`src/rtl/cpu_irq_pkg.sv`:
```
package cpu_irq_pkg;
  localparam int ID_W = 10;
  localparam logic [ID_W-1:0] SPURIOUS_ID = 10'd1023;

  localparam logic [3:0] OFS_ENABLE = 4'h0;
  localparam logic [3:0] OFS_THRESH = 4'h4;
  localparam logic [3:0] OFS_CLAIM  = 4'h8;
  localparam logic [3:0] OFS_FINISH = 4'hC;

  typedef enum logic [1:0] {
    RD_ENABLE = 2'd0,
    RD_THRESH = 2'd1,
    RD_CLAIM  = 2'd2,
    RD_FINISH = 2'd3
  } rdSel_e;

  typedef struct packed {
    logic   wrEnable;
    logic   wrThresh;
    logic   take;
    logic   done;
    logic   rdLatch;
    rdSel_e rdSel;
  } ctlStrobes_t;
endpackage

```
`src/rtl/irq_pick.sv`:
```
module irq_pick #(
  parameter int NUM_IRQ = 32,
  parameter int PRIO_W  = 8,
  localparam int IDX_W  = (NUM_IRQ > 1) ? $clog2(NUM_IRQ) : 1
) (
  input  logic                      clk,
  input  logic                      rst_n,
  input  logic [NUM_IRQ-1:0]        candVec,
  input  logic [NUM_IRQ*PRIO_W-1:0] prioFlat,
  output logic                      bestValid,
  output logic [IDX_W-1:0]          bestIdx,
  output logic [PRIO_W-1:0]         bestPrio
);
  logic              nValid;
  logic [IDX_W-1:0]  nIdx;
  logic [PRIO_W-1:0] nPrio;

  // Scan from the top ID down; "<=" lets a lower ID take over an equal priority.
  always_comb begin
    nValid = 1'b0;
    nIdx   = '0;
    nPrio  = '1;
    for (int i = NUM_IRQ - 1; i >= 0; i--) begin
      if (candVec[i] && (!nValid || prioFlat[i*PRIO_W +: PRIO_W] <= nPrio)) begin
        nValid = 1'b1;
        nIdx   = IDX_W'(i);
        nPrio  = prioFlat[i*PRIO_W +: PRIO_W];
      end
    end
  end

  always_ff @(posedge clk) begin
    if (!rst_n) begin
      bestValid <= 1'b0;
      bestIdx   <= '0;
      bestPrio  <= '1;
    end else begin
      bestValid <= nValid;
      bestIdx   <= nIdx;
      bestPrio  <= nPrio;
    end
  end

  // a registered winner was a candidate in the previous cycle
  p_pick_was_cand_r3: assert property (@(posedge clk) disable iff (!rst_n)
    $past(rst_n) && bestValid |-> $past(candVec) != '0);
endmodule

```
`src/rtl/irq_ctl.sv`:
```
module irq_ctl
  import cpu_irq_pkg::*;
(
  input  logic        regRd,
  input  logic        regWr,
  input  logic [3:0]  regAddr,
  input  logic        takeOk,
  input  logic        doneOk,
  output ctlStrobes_t strb
);
  logic wrOnly;

  assign wrOnly = regWr && !regRd;

  always_comb begin
    strb          = '0;
    strb.rdLatch  = regRd;
    strb.rdSel    = rdSel_e'(regAddr[3:2]);
    strb.wrEnable = wrOnly && (regAddr == OFS_ENABLE);
    strb.wrThresh = wrOnly && (regAddr == OFS_THRESH);
    strb.take     = regRd  && (regAddr == OFS_CLAIM) && takeOk;
    strb.done     = wrOnly && (regAddr == OFS_FINISH) && doneOk;
  end
endmodule

```
`src/rtl/irq_dp.sv`:
```
module irq_dp
  import cpu_irq_pkg::*;
#(
  parameter int NUM_IRQ = 32,
  parameter int PRIO_W  = 8,
  parameter int DEPTH   = 4,
  localparam int IDX_W  = (NUM_IRQ > 1) ? $clog2(NUM_IRQ) : 1,
  localparam int DW     = $clog2(DEPTH + 1)
) (
  input  logic               clk,
  input  logic               rst_n,
  input  ctlStrobes_t        strb,
  input  logic [31:0]        wrData,
  input  logic [NUM_IRQ-1:0] pendVec,
  input  logic               bestValid,
  input  logic [IDX_W-1:0]   bestIdx,
  input  logic [PRIO_W-1:0]  bestPrio,
  output logic [NUM_IRQ-1:0] candVec,
  output logic               takeOk,
  output logic               doneOk,
  output logic               irqOut,
  output logic [31:0]        rdData,
  output logic [ID_W-1:0]    ackId,
  output logic [ID_W-1:0]    eoiId
);
  localparam logic [DW-1:0] DEPTH_V = DW'(DEPTH);

  logic               ctrlEn;
  logic [PRIO_W-1:0]  threshQ;
  logic [NUM_IRQ-1:0] activeVec;
  logic [PRIO_W-1:0]  stkPrio [DEPTH];
  logic [IDX_W-1:0]   stkId   [DEPTH];
  logic [DW-1:0]      depth;
  logic [DW-1:0]      topSlot;
  logic               stackEmpty, stackFull;
  logic [PRIO_W-1:0]  topPrio;
  logic [IDX_W-1:0]   topId;
  logic               preemptOk, passOk;

  assign stackEmpty = (depth == '0);
  assign stackFull  = (depth == DEPTH_V);
  assign topSlot    = stackEmpty ? '0 : depth - 1'b1;
  assign topPrio    = stkPrio[topSlot];
  assign topId      = stkId[topSlot];

  assign candVec   = pendVec & ~activeVec;
  assign preemptOk = stackEmpty || (bestPrio < topPrio);
  assign passOk    = ctrlEn && bestValid && (bestPrio < threshQ) && preemptOk && !stackFull;
  // Re-check the live pending bit so the returned ID is the one that goes active.
  assign takeOk    = passOk && pendVec[bestIdx] && !activeVec[bestIdx];
  assign doneOk    = !stackEmpty && (wrData[31:ID_W] == '0) && (wrData[ID_W-1:0] == ID_W'(topId));

  assign ackId = takeOk ? ID_W'(bestIdx) : SPURIOUS_ID;
  assign eoiId = wrData[ID_W-1:0];

  always_ff @(posedge clk) begin
    if (!rst_n) begin
      ctrlEn    <= 1'b0;
      threshQ   <= '0;
      activeVec <= '0;
      depth     <= '0;
      irqOut    <= 1'b0;
      rdData    <= '0;
      for (int i = 0; i < DEPTH; i++) begin
        stkPrio[i] <= '0;
        stkId[i]   <= '0;
      end
    end else begin
      irqOut <= passOk;
      if (strb.wrEnable) ctrlEn  <= wrData[0];
      if (strb.wrThresh) threshQ <= wrData[PRIO_W-1:0];
      if (strb.take) begin
        activeVec[bestIdx]  <= 1'b1;
        stkPrio[depth[DW-1:0]] <= bestPrio;
        stkId[depth[DW-1:0]]   <= bestIdx;
        depth               <= depth + 1'b1;
      end else if (strb.done) begin
        activeVec[topId] <= 1'b0;
        depth            <= depth - 1'b1;
      end
      if (strb.rdLatch) begin
        unique case (strb.rdSel)
          RD_ENABLE: rdData <= {31'd0, ctrlEn};
          RD_THRESH: rdData <= {{(32-PRIO_W){1'b0}}, threshQ};
          RD_CLAIM:  rdData <= {{(32-ID_W){1'b0}}, ackId};
          default:   rdData <= '0;
        endcase
      end
    end
  end

  p_irq_off_r1: assert property (@(posedge clk) disable iff (!rst_n)
    !ctrlEn |=> !irqOut);

  p_take_marks_active_r6: assert property (@(posedge clk) disable iff (!rst_n)
    strb.take |=> activeVec[$past(bestIdx)]);

  p_preempt_strict_r6: assert property (@(posedge clk) disable iff (!rst_n)
    strb.take && !stackEmpty |-> bestPrio < topPrio);

  p_take_below_thresh_r2: assert property (@(posedge clk) disable iff (!rst_n)
    strb.take |-> bestPrio < threshQ);

  p_done_clears_r7: assert property (@(posedge clk) disable iff (!rst_n)
    strb.done |=> !activeVec[$past(topId)] && depth == $past(depth) - 1'b1);

  p_spurious_quiet_r5: assert property (@(posedge clk) disable iff (!rst_n)
    strb.rdLatch && strb.rdSel == RD_CLAIM && !strb.take && !strb.done
      |=> $stable(depth) && $stable(activeVec));

  p_no_overflow_r10: assert property (@(posedge clk) disable iff (!rst_n)
    depth <= DEPTH_V);

  p_single_event_r7: assert property (@(posedge clk) disable iff (!rst_n)
    $onehot0({strb.take, strb.done}));
endmodule

```
`src/rtl/cpu_irq_iface.sv`:
```
module cpu_irq_iface
  import cpu_irq_pkg::*;
#(
  parameter int NUM_IRQ = 32,
  parameter int PRIO_W  = 8,
  parameter int DEPTH   = 4,
  localparam int IDX_W  = (NUM_IRQ > 1) ? $clog2(NUM_IRQ) : 1
) (
  input  logic                      clk,
  input  logic                      rst_n,
  input  logic [NUM_IRQ-1:0]        pendVec,
  input  logic [NUM_IRQ*PRIO_W-1:0] prioFlat,
  input  logic                      regRd,
  input  logic                      regWr,
  input  logic [3:0]                regAddr,
  input  logic [31:0]               regWdata,
  output logic [31:0]               regRdata,
  output logic                      irqOut,
  output logic                      ackPulse,
  output logic [9:0]                ackId,
  output logic                      eoiPulse,
  output logic [9:0]                eoiId
);
  ctlStrobes_t        strb;
  logic [NUM_IRQ-1:0] candVec;
  logic               bestValid;
  logic [IDX_W-1:0]   bestIdx;
  logic [PRIO_W-1:0]  bestPrio;
  logic               takeOk, doneOk;

  irq_pick #(.NUM_IRQ(NUM_IRQ), .PRIO_W(PRIO_W)) uPick (
    .clk(clk), .rst_n(rst_n), .candVec(candVec), .prioFlat(prioFlat),
    .bestValid(bestValid), .bestIdx(bestIdx), .bestPrio(bestPrio)
  );

  irq_ctl uCtl (
    .regRd(regRd), .regWr(regWr), .regAddr(regAddr),
    .takeOk(takeOk), .doneOk(doneOk), .strb(strb)
  );

  irq_dp #(.NUM_IRQ(NUM_IRQ), .PRIO_W(PRIO_W), .DEPTH(DEPTH)) uDp (
    .clk(clk), .rst_n(rst_n), .strb(strb), .wrData(regWdata), .pendVec(pendVec),
    .bestValid(bestValid), .bestIdx(bestIdx), .bestPrio(bestPrio),
    .candVec(candVec), .takeOk(takeOk), .doneOk(doneOk), .irqOut(irqOut),
    .rdData(regRdata), .ackId(ackId), .eoiId(eoiId)
  );

  assign ackPulse = strb.take;
  assign eoiPulse = strb.done;
endmodule

```
`config.mk`:
```
export PLATFORM = sky130hd
export DESIGN_NAME = cpu_irq_iface
export DESIGN_NICKNAME = d
export VERILOG_FILES = /design/src/rtl/cpu_irq_pkg.sv /design/src/rtl/irq_pick.sv /design/src/rtl/irq_ctl.sv /design/src/rtl/irq_dp.sv /design/src/rtl/cpu_irq_iface.sv
export SDC_FILE = /design/constraint.sdc
export NUM_CORES = 1
export LEC_CHECK = 0
export ABC_AREA = 0
export ABC_CLOCK_PERIOD_IN_PS = 171800
export BUFFER_PORTS_ARGS = -buffer_cell sky130_fd_sc_hd__buf_4
export CORE_ASPECT_RATIO = 2
export CORE_UTILIZATION = 40
export CTS_CLUSTER_SIZE = 30
export DETAILED_ROUTE_END_ITERATION = 10
export GPL_TIMING_DRIVEN = 1
export REMOVE_ABC_BUFFERS = 1
export SLEW_MARGIN = 15
export SYNTH_ARGS = -nofsm -noshare
export SYNTH_HDL_FRONTEND = slang
export SYNTH_HIERARCHICAL = 1
export SYNTH_SLANG_ARGS = --single-unit
```
`constraint.sdc`:
```
create_clock -name clk -period 171.8 [get_ports clk]
set_input_delay 17.18 -clock clk [delete_from_list [all_inputs] [get_ports clk]]
set_output_delay 17.18 -clock clk [all_outputs]
set_load 0.005 [all_outputs]
```
==> impl_metrics.prom <==
# TYPE chip_impl_metric gauge
chip_impl_metric{name="boundaryPins",unit=""} 383
chip_impl_metric{name="synth-seq-area-share",unit="%"} 15.67
chip_impl_metric{name="fraction_of_the_mapped_netlist_area_in_compound_gates",unit="%"} 30.82
chip_impl_metric{name="crit_path_max_fanout",unit=""} 29
chip_impl_metric{name="reg_to_reg_slack_setup",unit="ps"} 100250
chip_impl_metric{name="synthXorXnorAreaFrac",unit="%"} 0.6105
chip_impl_metric{name="dr_wl_cell",unit="um"} 20.32
chip_impl_metric{name="max_cap_viol_count",unit=""} 0
chip_impl_info{name="largest_family_of_logic_cells_by_synthesized_area",value="compound AO/OA/AOI/OAI gates"} 1
chip_impl_metric{name="drcViolationCount",unit=""} 0
chip_impl_metric{name="floorplan.die_area",unit="um^2"} 47550
chip_impl_metric{name="cp.arrival",unit="ps"} 88420
chip_impl_metric{name="synth_edf_count",unit=""} 52
chip_impl_metric{name="antenna_cells_inserted",unit=""} 0
chip_impl_metric{name="place.detailed.hpwl",unit="um"} 57190
chip_impl_info{name="worst_setup_path_end_kind",value="register"} 1
chip_impl_metric{name="synth_adder_area_share",unit="%"} 15.95
chip_impl_metric{name="floorplan.rows",unit=""} 111
chip_impl_info{name="critical-path-slowest-cell",value="sky130_fd_sc_hd__nor2_1"} 1
chip_impl_metric{name="postSynthCellCount",unit=""} 2422
chip_impl_metric{name="clk-insertion-delay-late",unit="ps"} 420
chip_impl_info{name="synth_area_leader_cell",value="sky130_fd_sc_hd__ha_1"} 1
chip_impl_metric{name="syn_avg_cell_area",unit="um^2"} 7.700
chip_impl_metric{name="post_cts_resized",unit=""} 0
chip_impl_info{name="hp-class",value="register to register"} 1
chip_impl_metric{name="rr_worst_depth",unit=""} 331
chip_impl_metric{name="grt_first_pass_wirelength",unit="um"} 104500
chip_impl_metric{name="seq_area",unit="um^2"} 2923
chip_impl_metric{name="drtPass1Iterations",unit=""} 6
chip_impl_metric{name="cts.htree.levels",unit=""} 4
chip_impl_metric{name="antenna_found_initial",unit=""} 0
chip_impl_metric{name="ffs_latches_synth",unit=""} 120
chip_impl_metric{name="drive_gt1_share",unit="%"} 21.72
chip_impl_metric{name="required",unit="ps"} 172140
chip_impl_metric{name="start_util",unit="%"} 40.57
chip_impl_metric{name="worst_slew_margin_relative_to_its_limit",unit="%"} 21.08
chip_impl_metric{name="top_area_cell_type_share_of_the_netlist_area",unit="%"} 15.90
chip_impl_info{name="commonest_cells_after_routing_fill_and_taps_aside",value="sky130_fd_sc_hd__buf_4, sky130_fd_sc_hd__ha_1, sky130_fd_sc_hd__nor2_1"} 1
chip_impl_info{name="most_frequent_cell_on_the_critical_path",value="sky130_fd_sc_hd__a21o_1"} 1
chip_impl_metric{name="finalSetupTns",unit="ps"} 0
chip_impl_metric{name="cell_variety_after_synth",unit=""} 116
chip_impl_info{name="root_buffer",value="sky130_fd_sc_hd__clkbuf_16"} 1
chip_impl_metric{name="timing.final.setup_violations",unit=""} 0
chip_impl_metric{name="worst_slew_pin_slew",unit="ps"} 1179
chip_impl_metric{name="wirelength",unit="um"} 68000
chip_impl_metric{name="floorplan.die.height",unit="um"} 307.4
chip_impl_metric{name="globalplace.congestion",unit=""} 0.9227
chip_impl_metric{name="ys_warn_count",unit=""} 6
chip_impl_metric{name="flow.area_growth_from_synthesis",unit="%"} 19.45
chip_impl_metric{name="finalMaxSlewViolations",unit=""} 0
chip_impl_metric{name="holdBufCountCts",unit=""} 0
chip_impl_metric{name="finish.net_count",unit=""} 3277
chip_impl_metric{name="antenna_left",unit=""} 0
chip_impl_metric{name="clock_sink_count",unit=""} 120
chip_impl_metric{name="min_period",unit="ps"} 88080
chip_impl_metric{name="numCtsBuffers",unit=""} 17
chip_impl_metric{name="synthesis.area",unit="um^2"} 18650
chip_impl_metric{name="max-clock-path-buffers",unit=""} 2
chip_impl_metric{name="cts.repair_timing.setup_buffer_count",unit=""} 0
chip_impl_info{name="unrepaired_setup_endpoints_after_global_routing",value="no"} 1
chip_impl_metric{name="synthArstFlopShare",unit="%"} 0
chip_impl_info{name="worst_setup_path_start_kind",value="primary input"} 1
chip_impl_info{name="synth.top_cells.by_area",value="sky130_fd_sc_hd__ha_1, sky130_fd_sc_hd__edfxtp_1, sky130_fd_sc_hd__dfxtp_1"} 1
chip_impl_metric{name="route.detailed.vias_per_inst",unit=""} 5.940
chip_impl_metric{name="global_route.overflow_total",unit=""} 0
chip_impl_metric{name="timing.final.crit_share",unit="%"} 51.27
chip_impl_info{name="status",value="finished, final reports clean"} 1
chip_impl_info{name="worst-setup-path-type",value="primary input to register"} 1
chip_impl_metric{name="hold_viol_final",unit=""} 0
chip_impl_metric{name="worst_clock_skew",unit="ps"} 10.57
chip_impl_info{name="final_common_cell",value="sky130_fd_sc_hd__buf_4"} 1
chip_impl_metric{name="clock_pin_slew_on_the_worst_setup_and_hold_paths",unit="ps"} 60
chip_impl_metric{name="chip_width",unit="um"} 154.7
chip_impl_metric{name="grt_max_degree",unit=""} 72
chip_impl_metric{name="synth_simple_gate_area_share",unit="%"} 23.33
chip_impl_metric{name="gr-usage-all-layers",unit="%"} 27.89
chip_impl_info{name="tritoncts",value="built"} 1
chip_impl_metric{name="dr.first_iter.drc_count",unit=""} 1272
chip_impl_metric{name="synth.area.mux_share",unit="%"} 6.145
chip_impl_metric{name="routed-via-count",unit=""} 19880
chip_impl_metric{name="cpPeakStageDelay",unit="ps"} 880
chip_impl_info{name="postSynth.topFlopCell",value="sky130_fd_sc_hd__dfxtp_1"} 1
chip_impl_metric{name="fmaxAchievable",unit="GHz"} 0.01135
chip_impl_metric{name="footprint_of_the_multi_input_gates",unit="um^2"} 14460
chip_impl_metric{name="whs_path_depth",unit=""} 2
chip_impl_metric{name="buffer_ports.inserted",unit=""} 360
chip_impl_metric{name="first_global_vias",unit=""} 20510
chip_impl_metric{name="core_ar",unit="um^2"} 45970
chip_impl_metric{name="fillers",unit=""} 4575
[flip-flops by register name, indices dropped and copies added, names as in the netlist, 3 cells and up]
name,flops
uDp/activeVec,32
uPick/bestPrio,8
uDp/rdData,9
uDp/depth,3
uDp/stkPrio,32
uDp/threshQ,8
uPick/bestIdx,5
uDp/stkId,20
[area by class of cell]
class                           count  share of cell area (%)
Multi-Input combinational cell   2017                   64.90
Sequential cell                   120                   13.12
Timing Repair Buffer              379                   12.77
Tap cell                          621                   3.488
Inverter                          177                   2.982
Clock buffer                       21                   2.263
Clock inverter                     11                  0.4774
[cell usage after synthesis (all sizes together) (14+ instances only)]
cell    instances
a31o           14
a31oi          32
o211ai         32
a21o           88
o31ai          35
nor3b          15
edfxtp         52
a211oi         47
a21boi         17
or3            20
or2            33
nand4          32
ha            237
o22ai          17
inv           177
nor4           18
clkbuf         57
and3           32
a21oi         134
nor3           34
dfxtp          68
mux2           54
mux2i          42
nand2         171
and4           14
o221a          34
and2           51
buf            71
nand3          59
o21a           47
o21ai         167
nor2b          87
a221oi         15
nor2          206
a22oi          15
o31a           15
nand2b         45
[per-stage QoR]
step	hold slack, ps	area [um^2]	setup WS, ps	utilization [%]	std cells
after global placement	498.9	21670	85880	47.13	3314
after CTS	507.7	22280	84350	48.46	3346
after detailed placement	501.2	21670	84140	47.13	3314
after global routing	529.9	22280	78010	48.46	3346
final	509.2	22280	83720	48.46	3346
after floorplan	462.3	18000	90660	-	2314
[cell families after synthesis]
kind of cell | after synthesis
and+or+nand+nor | 840
other | 1
xor gates and xnor gates | 13
adders and majority gates | 238
AOI/OAI and AO/OA | 804
buffers and inverters | 306
DFF | 120
muxes | 100
[worst paths after layout]
check	start	to
max	pendVec[31]	uPick/bestIdx[4]$_SDFF_PP0_
min	uDp/threshQ[5]$_SDFFE_PN0P_	uDp/rdData[5]$_SDFFE_PN0P_
max reg2reg	uDp/activeVec[31]$_SDFFE_PN0P_	uPick/bestIdx[4]$_SDFF_PP0_
min reg2reg	uDp/threshQ[5]$_SDFFE_PN0P_	uDp/rdData[5]$_SDFFE_PN0P_
[worst max-delay path, delay by kind of cell]
kind	cells	cell delay [ps]
buffers and inverters	18	2670
AO/OA/AOI/OAI	192	40270
adder cells (fa/ha/maj)	32	8990
multiplexers	13	4830
AND/OR/NAND/NOR	77	14360
[metal layers]
| metal | wire length, um | track usage [%] |
|---|---|---|
| met1 | 23130 | 25.37 |
| met5 | 0 | 0 |
| met3 | 3118 | 3.631 |
| met4 | 4558 | 18.51 |
| met2 | 37200 | 56.14 |
Power is left out: the tool's default activity adds up to more than one toggle a clock period on the data nets, which glitch-free logic cannot reach.
